==> src/rtl/dsp_status_regs.sv <==
module dsp_status_regs #(
  parameter int PTR_W  = 3,
  parameter int PAGE_W = 9,
  parameter int OFS_W  = 7,
  localparam int ADDR_W = PAGE_W + OFS_W
) (
  input  logic              clk,
  input  logic              rst,
  input  logic              sw_load,
  input  logic [PTR_W-1:0]  sw_ptr,
  input  logic [PAGE_W-1:0] sw_page,
  input  logic              sw_carry,
  input  logic              sw_ovf,
  input  logic              sw_cfg,
  input  logic              ptr_load,
  input  logic [PTR_W-1:0]  ptr_val,
  input  logic              page_load,
  input  logic [PAGE_W-1:0] page_val,
  input  logic              c_set,
  input  logic              c_clr,
  input  logic              cfg_set,
  input  logic              cfg_clr,
  input  logic              im_set,
  input  logic              im_clr,
  input  logic              add_en,
  input  logic              sub_en,
  input  logic              shift16,
  input  logic              alu_cy,
  input  logic              shift_en,
  input  logic              shift_cy,
  input  logic              alu_ovf,
  input  logic              ovbr_taken,
  input  logic              trap_taken,
  input  logic              trap_is_sw,
  input  logic [OFS_W-1:0]  instr_ofs,
  output logic [PTR_W-1:0]  aux_ptr,
  output logic [PTR_W-1:0]  aux_ptr_buf,
  output logic [PAGE_W-1:0] page_ptr,
  output logic              carry,
  output logic              ovf,
  output logic              int_mask,
  output logic              cfg_prog,
  output logic [ADDR_W-1:0] dir_addr
);

  logic c_arith;
  logic hw_trap;

  assign hw_trap  = trap_taken & ~trap_is_sw;
  assign dir_addr = {page_ptr, instr_ofs};

  always_comb begin
    c_arith = carry;
    if (add_en)
      c_arith = shift16 ? (carry | alu_cy) : alu_cy;
    else if (sub_en)
      c_arith = shift16 ? (carry & ~alu_cy) : ~alu_cy;
    else if (shift_en)
      c_arith = shift_cy;
  end

  always_ff @(posedge clk) begin
    if (rst) begin
      aux_ptr     <= '0;
      aux_ptr_buf <= '0;
      page_ptr    <= '0;
      carry       <= 1'b1;
      ovf         <= 1'b0;
      int_mask    <= 1'b1;
      cfg_prog    <= 1'b0;
    end else begin
      if (sw_load) begin
        aux_ptr     <= sw_ptr;
        aux_ptr_buf <= sw_ptr;
      end else if (ptr_load) begin
        aux_ptr     <= ptr_val;
        aux_ptr_buf <= aux_ptr;
      end

      if (sw_load)        page_ptr <= sw_page;
      else if (page_load) page_ptr <= page_val;

      if (sw_load)    carry <= sw_carry;
      else if (c_set) carry <= 1'b1;
      else if (c_clr) carry <= 1'b0;
      else            carry <= c_arith;

      if (sw_load)         ovf <= sw_ovf;
      else if (alu_ovf)    ovf <= 1'b1;
      else if (ovbr_taken) ovf <= 1'b0;

      if (sw_load)      cfg_prog <= sw_cfg;
      else if (cfg_set) cfg_prog <= 1'b1;
      else if (cfg_clr) cfg_prog <= 1'b0;

      if (im_set)       int_mask <= 1'b1;
      else if (im_clr)  int_mask <= 1'b0;
      else if (hw_trap) int_mask <= 1'b1;
    end
  end

endmodule

==> config.mk <==
export PLATFORM = sky130hd
export DESIGN_NAME = dsp_status_regs
export DESIGN_NICKNAME = d
export VERILOG_FILES = /design/src/rtl/dsp_status_regs.sv
export SDC_FILE = /design/constraint.sdc
export NUM_CORES = 1
export LEC_CHECK = 0
export ABC_AREA = 1
export ABC_CLOCK_PERIOD_IN_PS = 1000
export BUFFER_PORTS_ARGS = -buffer_cell sky130_fd_sc_hd__buf_2
export CAP_MARGIN = 20
export CORE_ASPECT_RATIO = 1.5
export CORE_MARGIN = 1
export CORE_UTILIZATION = 38
export DETAILED_ROUTE_END_ITERATION = 10
export HOLD_SLACK_MARGIN = 0.06
export PLACE_DENSITY = 0.81
export SYNTH_ARGS = -nofsm -noshare
export SYNTH_HDL_FRONTEND = slang
export SYNTH_SLANG_ARGS = --single-unit
==> constraint.sdc <==
create_clock -name clk -period 1 [get_ports clk]
set_input_delay 0.25 -clock clk [delete_from_list [all_inputs] [get_ports clk]]
set_output_delay 0.25 -clock clk [all_outputs]
set_load 0.05 [all_outputs]
==> results of run 1 <==
[final cells by class]
cell class / count / area (µm²) / share of cell area [%]
repair buffers: 80 / 681.9 / 39.27
flip-flops and latches: 19 / 426.7 / 24.57
multi-input cells: 101 / 425.4 / 24.50
inverters: 29 / 110.1 / 6.340
well taps: 37 / 46.29 / 2.666
clock buffers: 3 / 41.29 / 2.378
clock inverters: 1 / 5.005 / 0.2882
[cells by family (layout without fill, tap and decap cells)]
family | after synthesis | after routing | synth area share, %
buffers and inverters | 48 | 113 | 23.97
DFF | 19 | 19 | 35.89
and+or+nand+nor | 93 | 93 | 35.89
AOI/OAI and AO/OA | 8 | 8 | 4.249
[registers in the layout, summed over array words and instances, names as in the netlist]
| signal | cells |
|---|---|
| aux_ptr | 3 |
| aux_ptr_buf | 3 |
| carry | 1 |
| cfg_prog | 1 |
| int_mask | 1 |
| ovf | 1 |
| page_ptr | 9 |
[cells in the mapped netlist]
| library cell | count | area share, % |
|---|---|---|
| sky130_fd_sc_hd__buf_2 | 1 | 0.47 |
| sky130_fd_sc_hd__nand3b_1 | 1 | 0.71 |
| sky130_fd_sc_hd__buf_4 | 17 | 12 |
| sky130_fd_sc_hd__o21ai_0 | 3 | 1.4 |
| sky130_fd_sc_hd__dfxtp_1 | 19 | 36 |
| sky130_fd_sc_hd__clkinv_2 | 1 | 0.47 |
| sky130_fd_sc_hd__buf_6 | 1 | 1.1 |
| sky130_fd_sc_hd__inv_2 | 5 | 1.8 |
| sky130_fd_sc_hd__inv_1 | 23 | 8.1 |
| sky130_fd_sc_hd__nor2_1 | 4 | 1.4 |
| sky130_fd_sc_hd__nand2_1 | 69 | 24 |
| sky130_fd_sc_hd__or2_1 | 3 | 1.8 |
| sky130_fd_sc_hd__a21oi_1 | 3 | 1.4 |
| sky130_fd_sc_hd__a211oi_1 | 2 | 1.4 |
| sky130_fd_sc_hd__nand3_1 | 16 | 7.6 |
[where the power goes]
part           switching [mW]  internal, mW  leakage (nW)
sequential             0.0579         0.806         0.165
clock                   0.252         0.276        0.0255
combinational           0.422         0.323         0.814
total                   0.731          1.40          1.00
[timing repair]
action	in CTS	in global routing
setup buffers	2	1
endpoints found under the setup margin	28	28
pin swaps	0	0
gates resized for setup	83	16
[layer usage]
| layer | up-vias | share of wire [%] | GRT usage, % |
|---|---|---|---|
| met5 | - | 0 | 0 |
| met1 | 493 | 36 | 20.07 |
| met3 | 4 | 4.6 | 1.897 |
| met4 | 0 | 2.1 | 8.333 |
| li1 | 617 | - | - |
| met2 | 38 | 57 | 35.51 |
[per-stage QoR]
stage                     power [mW]  hold WS [ns]  setup slack [ns]  TNS [ns]
after floorplan                1.375        0.3474           0.02094         0
after global placement         1.451        0.4436          -0.04702   -0.3482
after detailed placement       1.458        0.4463          -0.07049   -0.5304
after CTS                      2.125        0.1766          -0.03681   -0.5331
after global routing           2.229        0.1953          -0.05094   -0.8463
final                          2.136        0.1766          -0.03459   -0.4063
[final timing paths]
check | depth (start not counted) | end | slack, ns | startpoint
worst max register to register | 7 | carry | 0.12 | carry
worst max-delay path | 1 | page_ptr[5] | -0.03 | page_ptr[5]
worst min register to register | 2 | cfg_prog | 0.52 | cfg_prog
worst min-delay path | 2 | int_mask | 0.18 | im_clr
==> results.sh, run 1 <==
export IMPL_final_estimated_routing_congestion_in_global_placement=0.7182
export IMPL_ys_seq_elements=19
export IMPL_dpl_hpwl_um=1946
export IMPL_max_vdd_ir_drop_mv=1.116
export IMPL_antenna_cells=0
export IMPL_worstPathBufferInverterCount=1
export IMPL_p_leak_nw=1.005
export IMPL_ys_warnings_count=0
export IMPL_ys_seq_area_share_pct=35.89
export IMPL_unrepaired_setup_endpoints_after_global_routing="true"
export IMPL_core_area_um2=2648
export IMPL_grt_pass1_wl_um=4202
export IMPL_finalWorstPathRequiredPeriod_ns=1.035
export IMPL_firstDrtPassIters=4
export IMPL_worst_setup_path_end_kind="primary output"
export IMPL_run_status="finished, violations left"
export IMPL_vias_in_the_first_global_route=1079
export IMPL_die_height_um=66.68
export IMPL_layout_cells_most_common_list="sky130_fd_sc_hd__nand2_1 (69), sky130_fd_sc_hd__buf_2 (47), sky130_fd_sc_hd__buf_8 (25), sky130_fd_sc_hd__inv_1 (23), sky130_fd_sc_hd__nand3_1 (16)"
export IMPL_tcrit_tclk_final_pct=103.5
export IMPL_final_setup_skew_ns=0.0001708
export IMPL_wl_cell_um=10.07
export IMPL_initial_utilization_pct=40.03
export IMPL_timing_critical_path_required_ns=0.75
export IMPL_clkSinkCount=19
export IMPL_drt_total_wl_um=2720
export IMPL_layout_commonest_cell="sky130_fd_sc_hd__nand2_1"
export IMPL_timing_final_setup_violations=19
export IMPL_report_final_slew_viol_count=0
export IMPL_antenna_found_initial=0
export IMPL_htreeDepth=1
export IMPL_grt_ovfl_total=0
export IMPL_timing_critical_path_slowest_stage_cell="sky130_fd_sc_hd__dfxtp_4"
export IMPL_postPlaceCellArea_um2=1365
export IMPL_filler_cell_count=258
export IMPL_dp_cells=263
export IMPL_final_antenna_net_count=0
export IMPL_floorplan_io_pins=90
export IMPL_worstPathArrival_ns=0.78
export IMPL_tightest_slew_ns=0.2358
export IMPL_vias=1152
export IMPL_synth_cell_types=15
export IMPL_syn_area_um2=1060
export IMPL_grt_usage_pct=18.88
export IMPL_die_width_um=45.12
export IMPL_area_growth_syn_to_layout_pct=63.87
export IMPL_tritoncts_num_buffers=3
export IMPL_clock_insertion_delay_worst_skew_ns=0.25
export IMPL_max_freq_mhz=966.6
export IMPL_design_die_area_um2=3008
export IMPL_finalWorstSetupSlack_ns=-0.03459
export IMPL_worst_setup_path_start_kind="flip-flop"
export IMPL_route_detailed_drc=0
export IMPL_final_net_count=289
export IMPL_post_synth_cell_area_avg_um2=6.308
export IMPL_critPathKind="reg -> out"
export IMPL_place_port_buffers=75
export IMPL_drtIter0Drc=9
export IMPL_grt_max_degree=19
export IMPL_post_drt_via_cell_ratio=4.267
export IMPL_crit_path_max_incr_delay_ns=0.38
export IMPL_critical_path_cell_list="buf_8"
export IMPL_relSlewSlack_pct=84.26
export IMPL_final_layout_size_suffix_gt1_share_pct=46.78
export IMPL_power_per_cell_area_nw_per_um2=1230
export IMPL_failed_checks="negative setup slack"
export IMPL_cts_root_buf="sky130_fd_sc_hd__clkbuf_8"
export IMPL_post_route_util_pct=65.60
export IMPL_min_path_type="in -> reg"
export IMPL_final_number_of_hold_violating_endpoints=0
export IMPL_worstPathMaxFanout=3
export IMPL_number_of_cell_rows=23
export IMPL_syn_inst_count=168
export IMPL_syn_num_nets=223
export IMPL_cts_tree="yes"
export IMPL_postCtsHoldBufs=0
export IMPL_clockBufferDepth=2
export IMPL_cap_viol_max_count=0
export IMPL_post_layout_nonfiller_instances=270
export IMPL_timing_critical_path_max_delay_family="flip-flops"
export IMPL_cts_clk_slew_worst_paths_ns=0.07
export IMPL_layout_cell_area_non_filler_um2=1737
Power figures use the tool's default switching activity.
==> run 2, diff against run 1 <==
CORE_MARGIN = 2   (was 1)
==> run 2 against run 1 <==
Against the previous run:
- the flow still finishes with violations (negative setup slack)
- power grew 0.10%
- maximum frequency grew 0.98%
- cell count shrank 0.37%
- wire length grew 8.2%
- setup slack gained 0.010 ns
- register-to-register slack is essentially flat
- first-iteration DRC count grew to 2.8 times the previous value
- sequential power is essentially flat
- clock skew grew 0.0019 ns
- sequential cell count is the same
- global-route usage is essentially flat
- critical path depth is the same
- critical endpoint is now page_ptr[1]
==> results.sh, run 2 (synthesis results as in run 1) <==
export IMPL_run_status="finished, violations left"
export IMPL_failed_checks="negative setup slack"
export IMPL_dp_cells=263
export IMPL_worst_setup_path_start_kind="flip-flop"
export IMPL_cap_viol_max_count=0
export IMPL_grt_max_degree=19
export IMPL_antenna_found_initial=0
export IMPL_finalWorstPathRequiredPeriod_ns=1.025
export IMPL_unrepaired_setup_endpoints_after_global_routing="true"
export IMPL_wl_cell_um=10.94
export IMPL_clockBufferDepth=2
export IMPL_worstPathBufferInverterCount=1
export IMPL_largest_registers="page_ptr x9, aux_ptr x3, aux_ptr_buf x3"
export IMPL_p_clk_share_pct=24.8
export IMPL_layout_cell_area_non_filler_um2=1730
export IMPL_final_estimated_routing_congestion_in_global_placement=0.6732
export IMPL_dpl_hpwl_um=2110
export IMPL_die_height_um=68.68
export IMPL_number_of_cell_rows=23
export IMPL_grt_ovfl_total=0
export IMPL_max_vdd_ir_drop_mv=0.9400
export IMPL_worst_setup_path_end_kind="primary output"
export IMPL_postPlaceCellArea_um2=1365
export IMPL_critical_path_cell_list="buf_8"
export IMPL_postCtsHoldBufs=0
export IMPL_use_met1_pct=19.36
export IMPL_antenna_cells=0
export IMPL_comb_power_share_pct=34.8
export IMPL_worstPathArrival_ns=0.77
export IMPL_report_final_slew_viol_count=0
export IMPL_post_place_ws_ns=-0.06249
export IMPL_critical_path_depth=1
export IMPL_drtIter0Drc=25
export IMPL_tritoncts_num_buffers=3
export IMPL_cts_clk_slew_worst_paths_ns=0.07
export IMPL_post_layout_total_power_mw=2.138
export IMPL_power_switching_share_pct=34.20
export IMPL_grt_pass1_wl_um=4567
export IMPL_global_route_peak_usage_layer="met2"
export IMPL_clock_insertion_delay_worst_skew_ns=0.25
export IMPL_largest_register_ff_count=9
export IMPL_area_growth_syn_to_layout_pct=63.28
export IMPL_final_setup_skew_ns=0.002114
export IMPL_tightest_slew_ns=0.2381
export IMPL_design_die_area_um2=3236
export IMPL_worst_r2r_path_depth=7
export IMPL_core_area_um2=2676
export IMPL_place_port_buffers=75
export IMPL_timing_critical_path_required_ns=0.75
export IMPL_max_freq_mhz=976.1
export IMPL_crit_path_max_incr_delay_ns=0.38
export IMPL_final_number_of_hold_violating_endpoints=0
export IMPL_p_leak_nw=0.9970
export IMPL_floorplan_io_pins=90
export IMPL_finalWorstSetupSlack_ns=-0.02452
export IMPL_htreeDepth=1
export IMPL_post_route_util_pct=64.66
export IMPL_die_width_um=47.12
export IMPL_post_layout_nonfiller_instances=269
export IMPL_clkSinkCount=19
export IMPL_relSlewSlack_pct=84.11
export IMPL_firstDrtPassIters=4
export IMPL_power_per_cell_area_nw_per_um2=1236
export IMPL_cts_root_buf="sky130_fd_sc_hd__clkbuf_8"
export IMPL_switchingPower_mw=0.7314
export IMPL_final_antenna_net_count=0
export IMPL_vias_in_the_first_global_route=1171
export IMPL_vias=1179
export IMPL_internal_power_mw=1.407
export IMPL_route_detailed_drc=0
export IMPL_critPathKind="reg -> out"
export IMPL_use_met2_pct=36.13
export IMPL_timing_final_setup_violations=22
export IMPL_grt_usage_pct=18.85
export IMPL_gr_usage_met3_pct=2.865
export IMPL_layout_cells_most_common_list="sky130_fd_sc_hd__nand2_1 (69), sky130_fd_sc_hd__buf_2 (47), sky130_fd_sc_hd__buf_8 (25), sky130_fd_sc_hd__inv_1 (23), sky130_fd_sc_hd__nand3_1 (16)"
export IMPL_final_net_count=288
export IMPL_post_drt_via_cell_ratio=4.383
export IMPL_worstPathMaxFanout=3
export IMPL_timing_critical_path_max_delay_family="flip-flops"
export IMPL_power_share_sequential_pct=40.4
export IMPL_min_path_type="in -> reg"
export IMPL_top_register="page_ptr"
export IMPL_drt_total_wl_um=2942
export IMPL_timing_critical_path_slowest_stage_cell="sky130_fd_sc_hd__dfxtp_4"
export IMPL_cts_tree="yes"
export IMPL_initial_utilization_pct=39.60
export IMPL_final_layout_size_suffix_gt1_share_pct=46.12
export IMPL_tcrit_tclk_final_pct=102.5
export IMPL_number_of_stages_on_the_worst_hold_path=2
export IMPL_layout_commonest_cell="sky130_fd_sc_hd__nand2_1"
export IMPL_filler_cell_count=235
## run 2: changes by cell type in the layout (fill, tap and decap cells not counted)
cell / before / now
sky130_fd_sc_hd__buf_4: 5 / 4
sky130_fd_sc_hd__clkbuf_1: 0 / 1
sky130_fd_sc_hd__clkinv_2: 2 / 1
sky130_fd_sc_hd__dfxtp_2: 10 / 9
sky130_fd_sc_hd__dfxtp_4: 9 / 10
## run 2: layout make-up
cell class	instances	area [µm²]	share of cell area (%)
timing repair buffer	79	674.4	38.97
multi-input combinational	101	425.4	24.58
inverter	29	110.1	6.363
clock buffer	4	45.04	2.603
tap	37	46.29	2.675
sequential	19	429.2	24.80
## run 2: worst paths after layout
path / startpoint / slack [ns] / end
max: page_ptr[1] / -0.02 / page_ptr[1]
min: im_clr / 0.18 / int_mask
max reg2reg: carry / 0.12 / carry
min reg2reg: cfg_prog / 0.53 / cfg_prog
## run 2: what timing repair did
action,4_1_cts,5_1_grt
endpoints found under the setup margin,28,28
buffers inserted,1,1
hold endpoints to repair,0,0
resized for setup,72,28
pin swaps,0,0
## run 2: per-layer routing
metal  wire [µm]  part of all wire (%)
met1        1014                    34
met4          40                   1.4
met5           0                     0
met3         155                   5.3
met2        1732                    59
## run 2: per-stage QoR
stage / hold WS [ns] / setup TNS (ns)
floorplan: 0.3474 / 0
global placement: 0.4507 / -0.1868
detailed placement: 0.4628 / -0.4764
CTS: 0.1872 / -0.4753
global route: 0.1836 / -0.8063
finish: 0.1849 / -0.3365
## run 2: power groups by stage
stage / Clock, mW / Combinational, mW / Sequential (mW)
detailed placement: 0 / 0.599 / 0.860
global placement: 0 / 0.590 / 0.860
CTS: 0.539 / 0.702 / 0.866
finish: 0.530 / 0.745 / 0.863
global route: 0.560 / 0.801 / 0.869
floorplan: 0 / 0.345 / 1.03
==> run 3, diff against run 2 <==
ABC_CLOCK_PERIOD_IN_PS = 1200   (was 1000)
CORE_UTILIZATION = 41   (was 38)
PLACE_DENSITY = 0.86   (was 0.81)
clock period = 1.2 ns   (was 1 ns; I/O delays follow)
==> run 3 against run 2 <==
Against the previous run:
- clock skew is 0.0020 ns lower
- sequential power is 18% lower
- first-iteration DRC count is 32% lower
- the run now ends clean
- critical path depth stayed put
- clock-buffer cell count is 1 lower
- hold slack worse by 0.0057 ns
- sequential share of layout area is 2.2 points higher
- largest cell class unchanged
- utilization is 5.1 points lower
- sequential cell count stayed put
- clock power is 38% lower
- power is 27% lower
- design area is 16% lower
- critical endpoint is now page_ptr[8]
==> results.sh, run 3 (synthesis results as in run 1) <==
export IMPL_run_status="finished clean"
export IMPL_largest_registers="page_ptr x9, aux_ptr x3, aux_ptr_buf x3"
export IMPL_final_number_of_hold_violating_endpoints=0
export IMPL_hold_path_endpoint="int_mask"
export IMPL_post_drt_via_cell_ratio=4.526
export IMPL_antenna_cells=0
export IMPL_post_place_ws_ns=0.06857
export IMPL_core_area_um2=2450
export IMPL_number_of_stages_on_the_worst_hold_path=2
export IMPL_initial_utilization_pct=43.26
export IMPL_vias_in_the_first_global_route=1086
export IMPL_grt_ovfl_total=0
export IMPL_grt_max_degree=19
export IMPL_htreeDepth=1
export IMPL_worstPathMaxFanout=3
export IMPL_firstDrtPassIters=3
export IMPL_worstPathArrival_ns=0.86
export IMPL_global_route_peak_usage_layer="met2"
export IMPL_floorplan_io_pins=90
export IMPL_clkSinkCount=19
export IMPL_r2r_start="carry"
export IMPL_final_estimated_routing_congestion_in_global_placement=0.6724
export IMPL_antenna_found_initial=0
export IMPL_critical_path_depth=1
export IMPL_postCtsHoldBufs=0
export IMPL_p_leak_nw=0.9209
export IMPL_gr_usage_met3_pct=1.913
export IMPL_die_height_um=66.27
export IMPL_crit_path_max_incr_delay_ns=0.36
export IMPL_cts_clk_slew_worst_paths_ns=0.11
export IMPL_grt_usage_pct=18.54
export IMPL_finalWorstSetupSlack_ns=0.03658
export IMPL_tcrit_tclk_final_pct=96.95
export IMPL_max_freq_mhz=859.5
export IMPL_max_vdd_ir_drop_mv=0.5862
export IMPL_largest_register_ff_count=9
export IMPL_clock_insertion_delay_worst_skew_ns=0.30
export IMPL_cts_root_buf="sky130_fd_sc_hd__clkbuf_4"
export IMPL_worst_setup_path_start_kind="flip-flop"
export IMPL_relSlewSlack_pct=84.19
export IMPL_r2r_setup_slack_ns=0.32
export IMPL_min_path_type="in -> reg"
export IMPL_timing_final_setup_violations=0
export IMPL_vias=1145
export IMPL_dpl_hpwl_um=1976
export IMPL_wl_cell_um=10.21
export IMPL_place_port_buffers=75
export IMPL_top_register="page_ptr"
export IMPL_dp_cells=249
export IMPL_layout_cells_most_common_list="sky130_fd_sc_hd__nand2_1 (69), sky130_fd_sc_hd__buf_2 (47), sky130_fd_sc_hd__buf_4 (24), sky130_fd_sc_hd__inv_1 (23), sky130_fd_sc_hd__nand3_1 (16)"
export IMPL_post_route_util_pct=59.55
export IMPL_grt_pass1_wl_um=4188
export IMPL_worst_hold_startpoint="im_clr"
export IMPL_critPathKind="reg -> out"
export IMPL_final_antenna_net_count=0
export IMPL_timing_critical_path_required_ns=0.90
export IMPL_drtIter0Drc=17
export IMPL_post_layout_total_power_mw=1.570
export IMPL_reg2reg_to="carry"
export IMPL_area_growth_syn_to_layout_pct=37.66
export IMPL_timing_critical_path_slowest_stage_cell="sky130_fd_sc_hd__dfxtp_2"
export IMPL_timing_critical_path_max_delay_family="flip-flops"
export IMPL_final_setup_skew_ns=0.0001116
export IMPL_post_layout_nonfiller_instances=253
export IMPL_drt_total_wl_um=2582
export IMPL_final_layout_size_suffix_gt1_share_pct=42.36
export IMPL_final_net_count=285
export IMPL_worst_setup_path_end_kind="primary output"
export IMPL_report_final_slew_viol_count=0
export IMPL_tritoncts_num_buffers=3
export IMPL_design_die_area_um2=3016
export IMPL_power_per_cell_area_nw_per_um2=1076
export IMPL_tightest_slew_ns=0.2369
export IMPL_critical_path_cell_list="buf_4"
export IMPL_layout_commonest_cell="sky130_fd_sc_hd__nand2_1"
export IMPL_worstPathBufferInverterCount=1
export IMPL_cap_viol_max_count=0
export IMPL_worst_r2r_path_depth=7
export IMPL_number_of_cell_rows=22
export IMPL_clockBufferDepth=2
export IMPL_use_met2_pct=33.45
export IMPL_finalWorstPathRequiredPeriod_ns=1.163
export IMPL_die_width_um=45.51
export IMPL_route_detailed_drc=0
export IMPL_cts_tree="yes"
export IMPL_use_met1_pct=19.20
## run 3: changes by cell type in the layout (fill, tap and decap cells not counted)
cell,delta
sky130_fd_sc_hd__dfxtp_2,+2
sky130_fd_sc_hd__clkbuf_1,-1
sky130_fd_sc_hd__clkinv_2,+1
sky130_fd_sc_hd__clkbuf_8,-3
sky130_fd_sc_hd__buf_8,-25
sky130_fd_sc_hd__clkbuf_4,+3
sky130_fd_sc_hd__buf_4,+20
sky130_fd_sc_hd__buf_6,+2
sky130_fd_sc_hd__dfxtp_1,+8
sky130_fd_sc_hd__dfxtp_4,-10
## run 3: worst max-delay path by stage
stage	from	to	slack, ns
floorplan	carry	carry	0.1
global placement	sw_load	page_ptr[1]	0.10
detailed placement	sw_load	page_ptr[8]	0.07
CTS	page_ptr[4]	dir_addr[11]	-0.03
global route	page_ptr[8]	page_ptr[8]	-0.00006
finish	page_ptr[8]	page_ptr[8]	0.04
## run 3: per-stage QoR
| step | TNS [ns] | hold slack, ns | cell area, µm² |
|---|---|---|---|
| floorplan | 0 | 0.3974 | 1071 |
| global placement | 0 | 0.4755 | 1340 |
| detailed placement | 0 | 0.4782 | 1340 |
| CTS | -0.06528 | 0.1719 | 1436 |
| global route | -0.00006095 | 0.2052 | 1459 |
| finish | 0 | 0.1793 | 1459 |
## run 3: layout make-up
cell class / instances / area, µm²
flip-flops and latches: 19 / 394.1
well taps: 24 / 30.03
repair buffers: 76 / 471.7
inverters: 29 / 110.1
fillers: 240 / 991.0
clock inverters: 1 / 5.005
clock buffers: 3 / 22.52
multi-input cells: 101 / 425.4
## run 3: power breakdown
group	switching (mW)	internal (mW)	total, mW
logic	0.345	0.189	0.533
clock network	0.205	0.124	0.330
registers	0.0301	0.677	0.707
## run 3: what timing repair did
action | in CTS | in global routing
endpoints found under the setup margin | 28 | 7
buffers inserted | 0 | 0
gates resized for setup | 27 | 10
## run 3: metal layers
layer	up-vias	part of all wire (%)
li1	607	-
met2	36	55
met3	8	5.9
met5	-	0
met4	0	2.0
met1	494	37
